$ cat src/rtl/i2cse_pkg.sv
package i2cse_pkg;

  typedef enum logic [2:0] {
    ST_IDLE,
    ST_START,
    ST_LOW,
    ST_HIGH,
    ST_HOLD,
    ST_DONE
  } eng_state_t;

  localparam logic [1:0] OFS_SETUP = 2'd0;
  localparam logic [1:0] OFS_CTRL  = 2'd1;
  localparam logic [1:0] OFS_DATA  = 2'd2;
  localparam logic [1:0] OFS_OWN   = 2'd3;

  localparam int CTRL_MST = 7;
  localparam int CTRL_TRX = 6;
  localparam int CTRL_BB  = 5;
  localparam int CTRL_PIN = 4;
  localparam int STAT_LRB = 0;

endpackage

$ cat src/rtl/i2cse_regs.sv
module i2cse_regs
  import i2cse_pkg::*;
#(
  parameter int DW   = 8,
  parameter int SCKW = 3
) (
  input  logic            clk,
  input  logic            rst_n,
  input  logic            wr_en,
  input  logic [1:0]      wr_addr,
  input  logic [DW-1:0]   wr_data,
  input  logic [1:0]      rd_addr,
  input  logic [DW-1:0]   stat_i,
  output logic [DW-1:0]   rd_data,
  output logic [DW-1:0]   data_q,
  output logic            ack_mode,
  output logic [SCKW-1:0] sck
);
  localparam int SETW = SCKW + 1;

  logic [SETW-1:0] setup_q, setup_d;
  logic [DW-1:0]   data_d;
  logic [DW-1:0]   own_q, own_d;

  always_comb begin
    setup_d = setup_q;
    data_d  = data_q;
    own_d   = own_q;
    if (wr_en) begin
      case (wr_addr)
        OFS_SETUP: setup_d = wr_data[SETW-1:0];
        OFS_DATA:  data_d  = wr_data;
        OFS_OWN:   own_d   = wr_data;
        default:   ;
      endcase
    end
  end

  always_ff @(posedge clk or negedge rst_n) begin
    if (!rst_n) begin
      setup_q <= '0;
      data_q  <= '0;
      own_q   <= '0;
    end else begin
      setup_q <= setup_d;
      data_q  <= data_d;
      own_q   <= own_d;
    end
  end

  assign ack_mode = setup_q[SCKW];
  assign sck      = setup_q[SCKW-1:0];

  always_comb begin
    case (rd_addr)
      OFS_SETUP: rd_data = {{(DW-SETW){1'b0}}, setup_q};
      OFS_CTRL:  rd_data = stat_i;
      OFS_DATA:  rd_data = data_q;
      default:   rd_data = own_q;
    endcase
  end

endmodule

$ cat src/rtl/i2cse_baud.sv
module i2cse_baud #(
  parameter int SCKW = 3
) (
  input  logic            clk,
  input  logic            rst_n,
  input  logic            run,
  input  logic [SCKW-1:0] sck,
  output logic            tick
);
  localparam int CNTW = (2 ** SCKW) + 3;

  logic [CNTW-1:0] cnt_q, cnt_d;
  logic [CNTW:0]   span;
  logic [CNTW:0]   lim_full;

  always_comb begin
    span     = {{CNTW{1'b0}}, 1'b1} << (sck + 4);
    lim_full = span - {{CNTW{1'b0}}, 1'b1};
    tick     = run && (cnt_q == lim_full[CNTW-1:0]);
    if (!run || tick) cnt_d = '0;
    else              cnt_d = cnt_q + 1'b1;
  end

  always_ff @(posedge clk or negedge rst_n) begin
    if (!rst_n) cnt_q <= '0;
    else        cnt_q <= cnt_d;
  end

endmodule

$ cat src/rtl/i2cse_engine.sv
module i2cse_engine
  import i2cse_pkg::*;
#(
  parameter int DW = 8
) (
  input  logic          clk,
  input  logic          rst_n,
  input  logic          wr_en,
  input  logic [1:0]    wr_addr,
  input  logic [DW-1:0] wr_data,
  input  logic [DW-1:0] data_q,
  input  logic          ack_mode,
  input  logic          sda_in,
  input  logic          tick,
  output logic          run,
  output logic          scl_oe,
  output logic          sda_oe,
  output logic          irq,
  output logic          mst,
  output logic          trx,
  output logic          bb,
  output logic          pin,
  output logic          lrb
);
  localparam int BCW = $clog2(DW + 1);

  eng_state_t    state_q, state_d;
  logic [BCW-1:0] bitn_q, bitn_d, last_bit;
  logic [DW-1:0] shreg_q, shreg_d;
  logic          dir_q, dir_d, nine_q, nine_d;
  logic          mst_d, trx_d, bb_d, pin_d, lrb_d, irq_d;
  logic          ctrl_wr, start_req, pin_wr;

  assign ctrl_wr   = wr_en && (wr_addr == OFS_CTRL);
  assign start_req = ctrl_wr && (wr_data[CTRL_MST:CTRL_PIN] == 4'hF) && !bb;
  assign pin_wr    = ctrl_wr && wr_data[CTRL_PIN];
  assign last_bit  = nine_q ? BCW'(DW) : BCW'(DW - 1);

  always_comb begin
    state_d = state_q;
    bitn_d  = bitn_q;
    shreg_d = shreg_q;
    dir_d   = dir_q;
    nine_d  = nine_q;
    mst_d   = mst;
    trx_d   = trx;
    bb_d    = bb;
    pin_d   = pin;
    lrb_d   = lrb;
    irq_d   = 1'b0;
    case (state_q)
      ST_IDLE: begin
        if (start_req) begin
          state_d = ST_START;
          shreg_d = data_q;
          dir_d   = data_q[0];
          nine_d  = ack_mode;
          bitn_d  = '0;
          mst_d   = 1'b1;
          trx_d   = 1'b1;
          bb_d    = 1'b1;
          pin_d   = 1'b1;
        end
      end
      ST_START: if (tick) state_d = ST_LOW;
      ST_LOW:   if (tick) state_d = ST_HIGH;
      ST_HIGH: begin
        if (tick) begin
          if (bitn_q == last_bit) begin
            state_d = ST_HOLD;
            pin_d   = 1'b0;
            irq_d   = 1'b1;
            if (nine_q) begin
              lrb_d = sda_in;
              if (!sda_in) trx_d = ~dir_q;
            end
          end else begin
            state_d = ST_LOW;
            bitn_d  = bitn_q + 1'b1;
            shreg_d = {shreg_q[DW-2:0], 1'b0};
          end
        end
      end
      ST_HOLD: begin
        if (pin_wr) begin
          pin_d   = 1'b1;
          state_d = ST_DONE;
        end
      end
      ST_DONE: ;
      default: state_d = ST_IDLE;
    endcase
  end

  always_ff @(posedge clk or negedge rst_n) begin
    if (!rst_n) begin
      state_q <= ST_IDLE;
      bitn_q  <= '0;
      shreg_q <= '0;
      dir_q   <= 1'b0;
      nine_q  <= 1'b0;
      mst     <= 1'b0;
      trx     <= 1'b0;
      bb      <= 1'b0;
      pin     <= 1'b1;
      lrb     <= 1'b0;
      irq     <= 1'b0;
    end else begin
      state_q <= state_d;
      bitn_q  <= bitn_d;
      shreg_q <= shreg_d;
      dir_q   <= dir_d;
      nine_q  <= nine_d;
      mst     <= mst_d;
      trx     <= trx_d;
      bb      <= bb_d;
      pin     <= pin_d;
      lrb     <= lrb_d;
      irq     <= irq_d;
    end
  end

  always_comb begin
    run    = (state_q == ST_START) || (state_q == ST_LOW) || (state_q == ST_HIGH);
    scl_oe = (state_q == ST_LOW) || (state_q == ST_HOLD);
    case (state_q)
      ST_START:       sda_oe = 1'b1;
      ST_LOW, ST_HIGH: sda_oe = (bitn_q < BCW'(DW)) ? ~shreg_q[DW-1] : 1'b0;
      default:        sda_oe = 1'b0;
    endcase
  end

endmodule

$ cat src/rtl/i2c_addr_master.sv
module i2c_addr_master
  import i2cse_pkg::*;
#(
  parameter int DW   = 8,
  parameter int SCKW = 3
) (
  input  logic          clk,
  input  logic          rst_n,
  input  logic          wr_en,
  input  logic [1:0]    wr_addr,
  input  logic [DW-1:0] wr_data,
  input  logic [1:0]    rd_addr,
  output logic [DW-1:0] rd_data,
  input  logic          sda_in,
  output logic          scl_oe,
  output logic          sda_oe,
  output logic          irq
);
  logic [1:0]      rst_pipe;
  logic            rst_sync_n;
  logic [DW-1:0]   data_q, stat;
  logic            ack_mode, tick, run;
  logic [SCKW-1:0] sck;
  logic            mst, trx, bb, pin, lrb;

  always_ff @(posedge clk or negedge rst_n) begin
    if (!rst_n) rst_pipe <= 2'b00;
    else        rst_pipe <= {rst_pipe[0], 1'b1};
  end
  assign rst_sync_n = rst_pipe[1];

  always_comb begin
    stat           = '0;
    stat[CTRL_MST] = mst;
    stat[CTRL_TRX] = trx;
    stat[CTRL_BB]  = bb;
    stat[CTRL_PIN] = pin;
    stat[STAT_LRB] = lrb;
  end

  i2cse_regs #(.DW(DW), .SCKW(SCKW)) u_regs (
    .clk(clk), .rst_n(rst_sync_n), .wr_en(wr_en), .wr_addr(wr_addr),
    .wr_data(wr_data), .rd_addr(rd_addr), .stat_i(stat), .rd_data(rd_data),
    .data_q(data_q), .ack_mode(ack_mode), .sck(sck)
  );

  i2cse_baud #(.SCKW(SCKW)) u_baud (
    .clk(clk), .rst_n(rst_sync_n), .run(run), .sck(sck), .tick(tick)
  );

  i2cse_engine #(.DW(DW)) u_eng (
    .clk(clk), .rst_n(rst_sync_n), .wr_en(wr_en), .wr_addr(wr_addr),
    .wr_data(wr_data), .data_q(data_q), .ack_mode(ack_mode), .sda_in(sda_in),
    .tick(tick), .run(run), .scl_oe(scl_oe), .sda_oe(sda_oe), .irq(irq),
    .mst(mst), .trx(trx), .bb(bb), .pin(pin), .lrb(lrb)
  );

endmodule

$ cat config.mk
export PLATFORM = sky130hd
export DESIGN_NAME = i2c_addr_master
export DESIGN_NICKNAME = d
export VERILOG_FILES = /design/src/rtl/i2cse_pkg.sv /design/src/rtl/i2cse_regs.sv /design/src/rtl/i2cse_baud.sv /design/src/rtl/i2cse_engine.sv /design/src/rtl/i2c_addr_master.sv
export SDC_FILE = /design/constraint.sdc
export NUM_CORES = 1
export LEC_CHECK = 0
export BUFFER_PORTS_ARGS = -buffer_cell sky130_fd_sc_hd__buf_2
export CAP_MARGIN = 20
export CELL_PAD_IN_SITES_DETAIL_PLACEMENT = 1
export CELL_PAD_IN_SITES_GLOBAL_PLACEMENT = 1
export CORE_UTILIZATION = 47
export CTS_CLUSTER_DIAMETER = 80
export DETAILED_ROUTE_END_ITERATION = 10
export PLACE_DENSITY_LB_ADDON = 0.1
export SLEW_MARGIN = 25
export SYNTH_ARGS = -nofsm -noshare
export SYNTH_HDL_FRONTEND = slang
export SYNTH_SLANG_ARGS = --single-unit
$ cat constraint.sdc
create_clock -name clk -period 1.9 [get_ports clk]
set_input_delay 0.095 -clock clk [delete_from_list [all_inputs] [get_ports clk]]
set_output_delay 0.095 -clock clk [all_outputs]
set_load 0.01 [all_outputs]
### After elaboration in Yosys (flattened, before gate mapping)

Index checks and enable logic that the tools add are counted.

| storage, ports and cells | value |
|---|---|
| output and inout port bits | 11 |
| input bits | 16 |
| flip-flop bits (word level) | 55 |
| word-level logic and storage cells | 105 |

| operators by class | value |
|---|---|
| add/sub/neg operators | 4 |
| shifts and indexed selects | 1 |
| bitwise gates (word level) | 3 |
| equality and inequality tests | 22 |
| magnitude comparators | 1 |
| multiplexer cells | 33 |
| reductions and logical operators | 26 |

Operators with widths:

| operator | number |
|---|---|
| left shift 1 x 32 -> 11 bit, first input constant | 1 |
| two-way mux 8 bit | 3 |
| one-hot mux 8 bit (3 select lines) | 1 |
| two-way mux 3 bit | 6 |
| one-hot mux 3 bit (6 select lines) | 1 |
| two-way mux 4 bit | 4 |
| one-hot mux 8 bit (2 select lines) | 1 |
| two-way mux 1 bit | 12 |
| AND reduction 6 bit | 2 |
| adder 11 x 1 -> 11 bit, second input constant | 1 |
| equality test 11 bit | 1 |
| two-way mux 11 bit | 1 |
| subtractor 11 x 1 -> 11 bit, second input constant | 1 |
| inequality test 2 bit, second input constant | 5 |
| inequality test 2 x 1 -> 1 bit, second input constant | 4 |
| one-hot mux 4 bit (2 select lines) | 1 |
| AND reduction 2 bit | 4 |
| AND reduction 4 bit | 2 |
| equality test 2 bit, second input constant | 3 |
| equality test 3 x 2 -> 1 bit, second input constant | 2 |
| equality test 3 bit, second input constant | 2 |
| logical AND 1 bit | 5 |
| AND reduction 5 bit | 1 |
| adder 3 x 3 -> 4 bit, second input constant | 1 |
| other kinds (16) | 25 |

### Depth between registers and ports, before layout

| depth | value |
|---|---|
| depth after elaboration | 7 |
| gate-level depth with buffers | 8 |
| gate-level depth less buffers | 6 |

### By module

From an unflattened synthesis, not the netlist that was laid out.

| unflattened totals | value |
|---|---|
| cell total of the unflattened synthesis | 260 |
| area, all modules | 2895.3 um^2 |

By module, submodules not included:

| module | seq. area each (um^2) | times used | area each (um^2) | cells each |
|---|---|---|---|---|
| i2cse_engine | 551.8 | 1 | 1214.9 | 126 |
| i2cse_regs | 500.5 | 1 | 957.2 | 58 |
| i2cse_baud | 275.3 | 1 | 665.6 | 72 |
| i2c_addr_master | 50.0 | 1 | 57.6 | 4 |

### Least setup slack after synthesis

Ideal clock, no wire load.

| timing path | value |
|---|---|
| path type | flip-flop to flip-flop |
| from | reg u_regs.setup_q[1] |
| to | reg u_eng.shreg_q[1] |
| required time | 1.773 ns |
| arrival time | 2.025 ns |
| path buffers | 1 |
| setup slack | -0.253 ns |
| cell stages (with the launch flop) | 8 |
| library setup time | 0.127 ns |
| period minus slack after synthesis | 2.153 ns |
| path through | dfrtp_1 > nor2_1 > nor4b_1 > a311oi_1 > or4_1 > buf_4 > nand2_8 > mux2_1 |

| between the ends | value |
|---|---|
| cells in the longest elaborated chain, start to end | 7 |

Ends and longest elaborated chain:

| what | line | source |
|---|---|---|
| start, declared | i2cse_regs.sv:21 | `logic [SETW-1:0] setup_q, setup_d;` |
| start signal, assigned | i2cse_regs.sv:45 | `setup_q <= setup_d;` |
| adder 3 x 3 -> 4 bit | i2cse_baud.sv:17 | `span = {{CNTW{1'b0}}, 1'b1} << (sck + 4);` |
| left shift 1 x 32 -> 11 bit | i2cse_baud.sv:17 |  |
| subtractor 11 x 1 -> 11 bit | i2cse_baud.sv:18 | `lim_full = span - {{CNTW{1'b0}}, 1'b1};` |
| equality test 11 bit | i2cse_baud.sv:19 | `tick = run && (cnt_q == lim_full[CNTW-1:0]);` |
| logical AND 1 bit | i2cse_baud.sv:19 |  |
| inequality test 2 bit (no source line) | - |  |
| AND reduction 4 bit (no source line) | - |  |
| end signal, assigned | i2cse_engine.sv:111 | `shreg_q <= shreg_d;` |
| end, declared | i2cse_engine.sv:29 | `logic [DW-1:0] shreg_q, shreg_d;` |

No other way between the ends.
A chain may end at the register's enable or synchronous reset.

### Worst setup path in the final report

Ends and elaborated chain as after synthesis.

==> summary.md <==
| Metric | Value |
|---|---|
| Hold Fails Final Rpt | 0 |
| Router iterations before antenna repair | 5 |
| Max Freq | 470 MHz |
| Critical path endpoint category | flop |
| Gate Count Post-Synth | 258 |
| Layout cells sized above 1 | 0.475 |
| RD Place Congestion | 0.772 |
| Violated checks | negative setup slack |
| Status | finished, violations left |
| Total power | 2.61 mW |
| Longest Clk Path Bufs | 2 |
| Grt met3 use | 0.0552 |
| Root Driver | clkbuf_8 |
| Ys async rst share | 1.00 |
| DP Worst Slack | -0.388 ns |
| DP Cell Count | 400 |
| Met2 usage in global routing | 0.534 |
| Post-DP HPWL | 5380 µm |
| Commonest non-fill, non-tap cell in the layout | buf_4 |
| Hold WS | 0.0309 ns |
| Register bit total from synthesis | 55 |
| DRT iter0 DRCs | 112 |
| Port bufs | 26 |
| Actual slew at the worst max-slew pin | 0.510 ns |
| Worst Setup SP | u_regs.setup_q[1]$_DFFE_PN0P_ |
| Reg-to-Reg End | u_eng.shreg_q[1]$_DFFE_PN0P_ |
| Largest net degree at the start of global routing | 30 |
| YS warnings | 0 |
| Clock sinks | 55 |
| Max-slew violations | 0 |
| Worst setup margin | -0.228 ns |
| Routing usage on met1 | 0.341 |
| Yosys cell types | 54 |
| Overflow after GRT | 0 |
| Routed vias/inst | 5.65 |
| Initial Utilization | 0.497 |
| Period minus WS final | 2.13 ns |
| Max rail drop VDD | 0.000544 V |
| Num ports | 27 |
| Max-cap viol count | 0 |
| First-pass GRT wire length | 13400 µm |
| Worst skew pair latency | 0.32 ns |
| R2R Path Start | u_regs.setup_q[1]$_DFFE_PN0P_ |
| Most frequent cells in the layout | 52 x buf_4, 51 x dfrtp_1, 35 x nand2_1, 27 x mux2_2, 26 x buf_2 |
| Max_slew headroom | 0.659 |
| TritonCTS clock tree | yes |
| Die ar. | 6280 µm² |
| Chip width | 79.3 µm |
| Power density over cell area | 698 nW/µm² |
| Global-route usage over all layers | 0.294 |
| Period utilization | 1.12 |
| Die Ht | 79.3 µm |
| Static leakage | 1.74 nW |
| Area Overhead vs Synth | 33.0% |
| # diodes | 0 |
| Mapped Avg Cell Area | 10.9 µm² |
| Filler instances | 603 |
| Setup slack, reg-to-reg | -0.23 ns |
| Predominant post-synthesis flop cell | dfrtp_1 |
| R2R cell count | 6 |
| Synth Cell Area | 2810 µm² |
| Worst Hold Class | in -> reg |
| Synth Net Count | 276 |
| Vias post-DR | 2343 |
| Number of global-route vias before repair | 2566 |
| DRC Markers | 0 |
| Final Skew | 0.0169 ns |
| Busiest layer in global routing | met2 |
| RSZ-0062 raised after global routing | yes |
| Final non-filler cell total | 415 |
| CTS H-tree depth | 2 |
| Sequential area share after synthesis | 0.491 |
| Reg clk slew, reported paths | 0.11 ns |
| CP Launch Type | flop |
| Clock buffer count from CTS | 5 |
| Setup TNS | -4.47 ns |
| Routed Wire Length | 8450 µm |
| Crit path to | u_eng.shreg_q[1]$_DFFE_PN0P_ |
| # setup viols final | 30 |
| Crit path arrival time | 2.35 ns |
| Setup CP Type | reg -> reg |
| CP required | 2.12 ns |
| Post-synth EDFFs | 0 |
| Crit Path Max Fanout | 7 |
| NumNets Final | 360 |
| Antenna Nets Post-Route | 0 |
| Wire per inst | 20.4 µm |
| Initial antenna violation count | 0 |
| Core area | 5640 µm² |
| Number of cell rows | 27 |
worst max-delay path: stages (launching register included):
cell and delay [ns]:
dfrtp_2 0.50, nor2_4 0.17, xor2_2 0.18, a311oi_2 0.13, or4_4 0.60, nand2_4 0.14
mux2_4 0.30
final cells by class:
cell class                      instances  area, µm²  share of cell area
Timing Repair Buffer                   84        603               0.162
Multi-Input combinational cell        189       1530               0.411
Tap cell                               72       90.1              0.0241
Clock buffer                            6       82.6              0.0221
Inverter                                7       26.3             0.00704
Clock inverter                          2       17.5             0.00469
Sequential cell                        55       1380               0.370
layer usage:
| metal | vias to the layer above | share of wire |
|---|---|---|
| li1 | 1074 | - |
| met1 | 1214 | 0.42 |
| met2 | 44 | 0.52 |
| met3 | 11 | 0.034 |
| met4 | 0 | 0.021 |
| met5 | - | 0 |
cells in the mapped netlist (2+ instances only):
cell      instances  area [µm²]
a21oi_1           2        10.0
a22o_1            6        52.6
a311oi_1          2        17.5
a31oi_1           2        12.5
and3_1            3        18.8
and3_2            2        15.0
clkbuf_1          3        11.3
clkbuf_8          3        41.3
dfrtp_1          54        1350
ha_1              2        25.0
inv_1             7        26.3
mux2_1            8        90.1
mux2_2           27         304
mux2i_1           3        30.0
nand2_1          36         135
nand3_1           9        45.0
nand4b_1          2        17.5
nor2_1           24        90.1
nor3_1            3        15.0
nor4_1            4        25.0
nor4b_1           4        35.0
o21ai_0           6        30.0
or2_1             2        12.5
or2_2             2        12.5
or4_1             2        15.0
xnor2_1           4        35.0
xor2_1            9        78.8
metrics by stage:
stage / cell area [µm²] / util
after global placement: 3430 / 0.608
after global routing: 3730 / 0.662
after floorplan: 2860 / -
after detailed placement: 3430 / 0.608
final: 3730 / 0.662
after CTS: 3730 / 0.661
worst min path at each step:
stage                    start                           to  cells after the start  slack, ns
CTS                     sda_in        u_eng.lrb$_DFFE_PN0P_                      2      0.002
global placement         rst_n        rst_pipe[0]$_DFF_PN0_                      1      -0.12
detailed placement       rst_n        rst_pipe[0]$_DFF_PN0_                      1      -0.12
global route        wr_data[5]  u_regs.own_q[5]$_DFFE_PN0P_                      2       0.02
floorplan                rst_n        rst_pipe[0]$_DFF_PN0_                      0      -0.20
finish              wr_data[5]  u_regs.own_q[5]$_DFFE_PN0P_                      2       0.03
power by group:
part	internal, mW	leakage, nW	total [mW]	switching [mW]
clock	0.307	0.0522	0.739	0.433
sequential	1.26	0.681	1.36	0.0984
combinational	0.271	1.01	0.511	0.240
total	1.84	1.74	2.61	0.771
cell families after synthesis:
logic type	after synthesis	synth area share
AO/OA/AOI/OAI	28	0.0736
XOR/XNOR	13	0.0406
adder cells (fa/ha/maj)	2	0.00892
buffers and inverters	16	0.0339
flip-flops	55	0.491
multiplexers	39	0.159
other	1	0.00134
AND/OR/NAND/NOR	104	0.192
state kept, by name, indices dropped and copies added (netlist names), 2 cells and up:
name and cells:
u_regs.own_q 8, u_regs.data_q 8, rst_pipe 2, u_eng.bitn_q 4, u_eng.state_q 3, u_eng.shreg_q 8
u_baud.cnt_q 11, u_regs.setup_q 4
repair_timing:
| action | CTS | global route |
|---|---|---|
| endpoints found under the hold margin | 2 | 1 |
| cloned | 1 | 1 |
| hold buffers | 1 | 1 |
| setup endpoints to repair | 30 | 30 |
| pin swaps | 9 | 0 |
| gates resized for setup | 32 | 1 |
| buffers inserted | 5 | 0 |
Note: power is estimated with default switching activity, not from simulation.
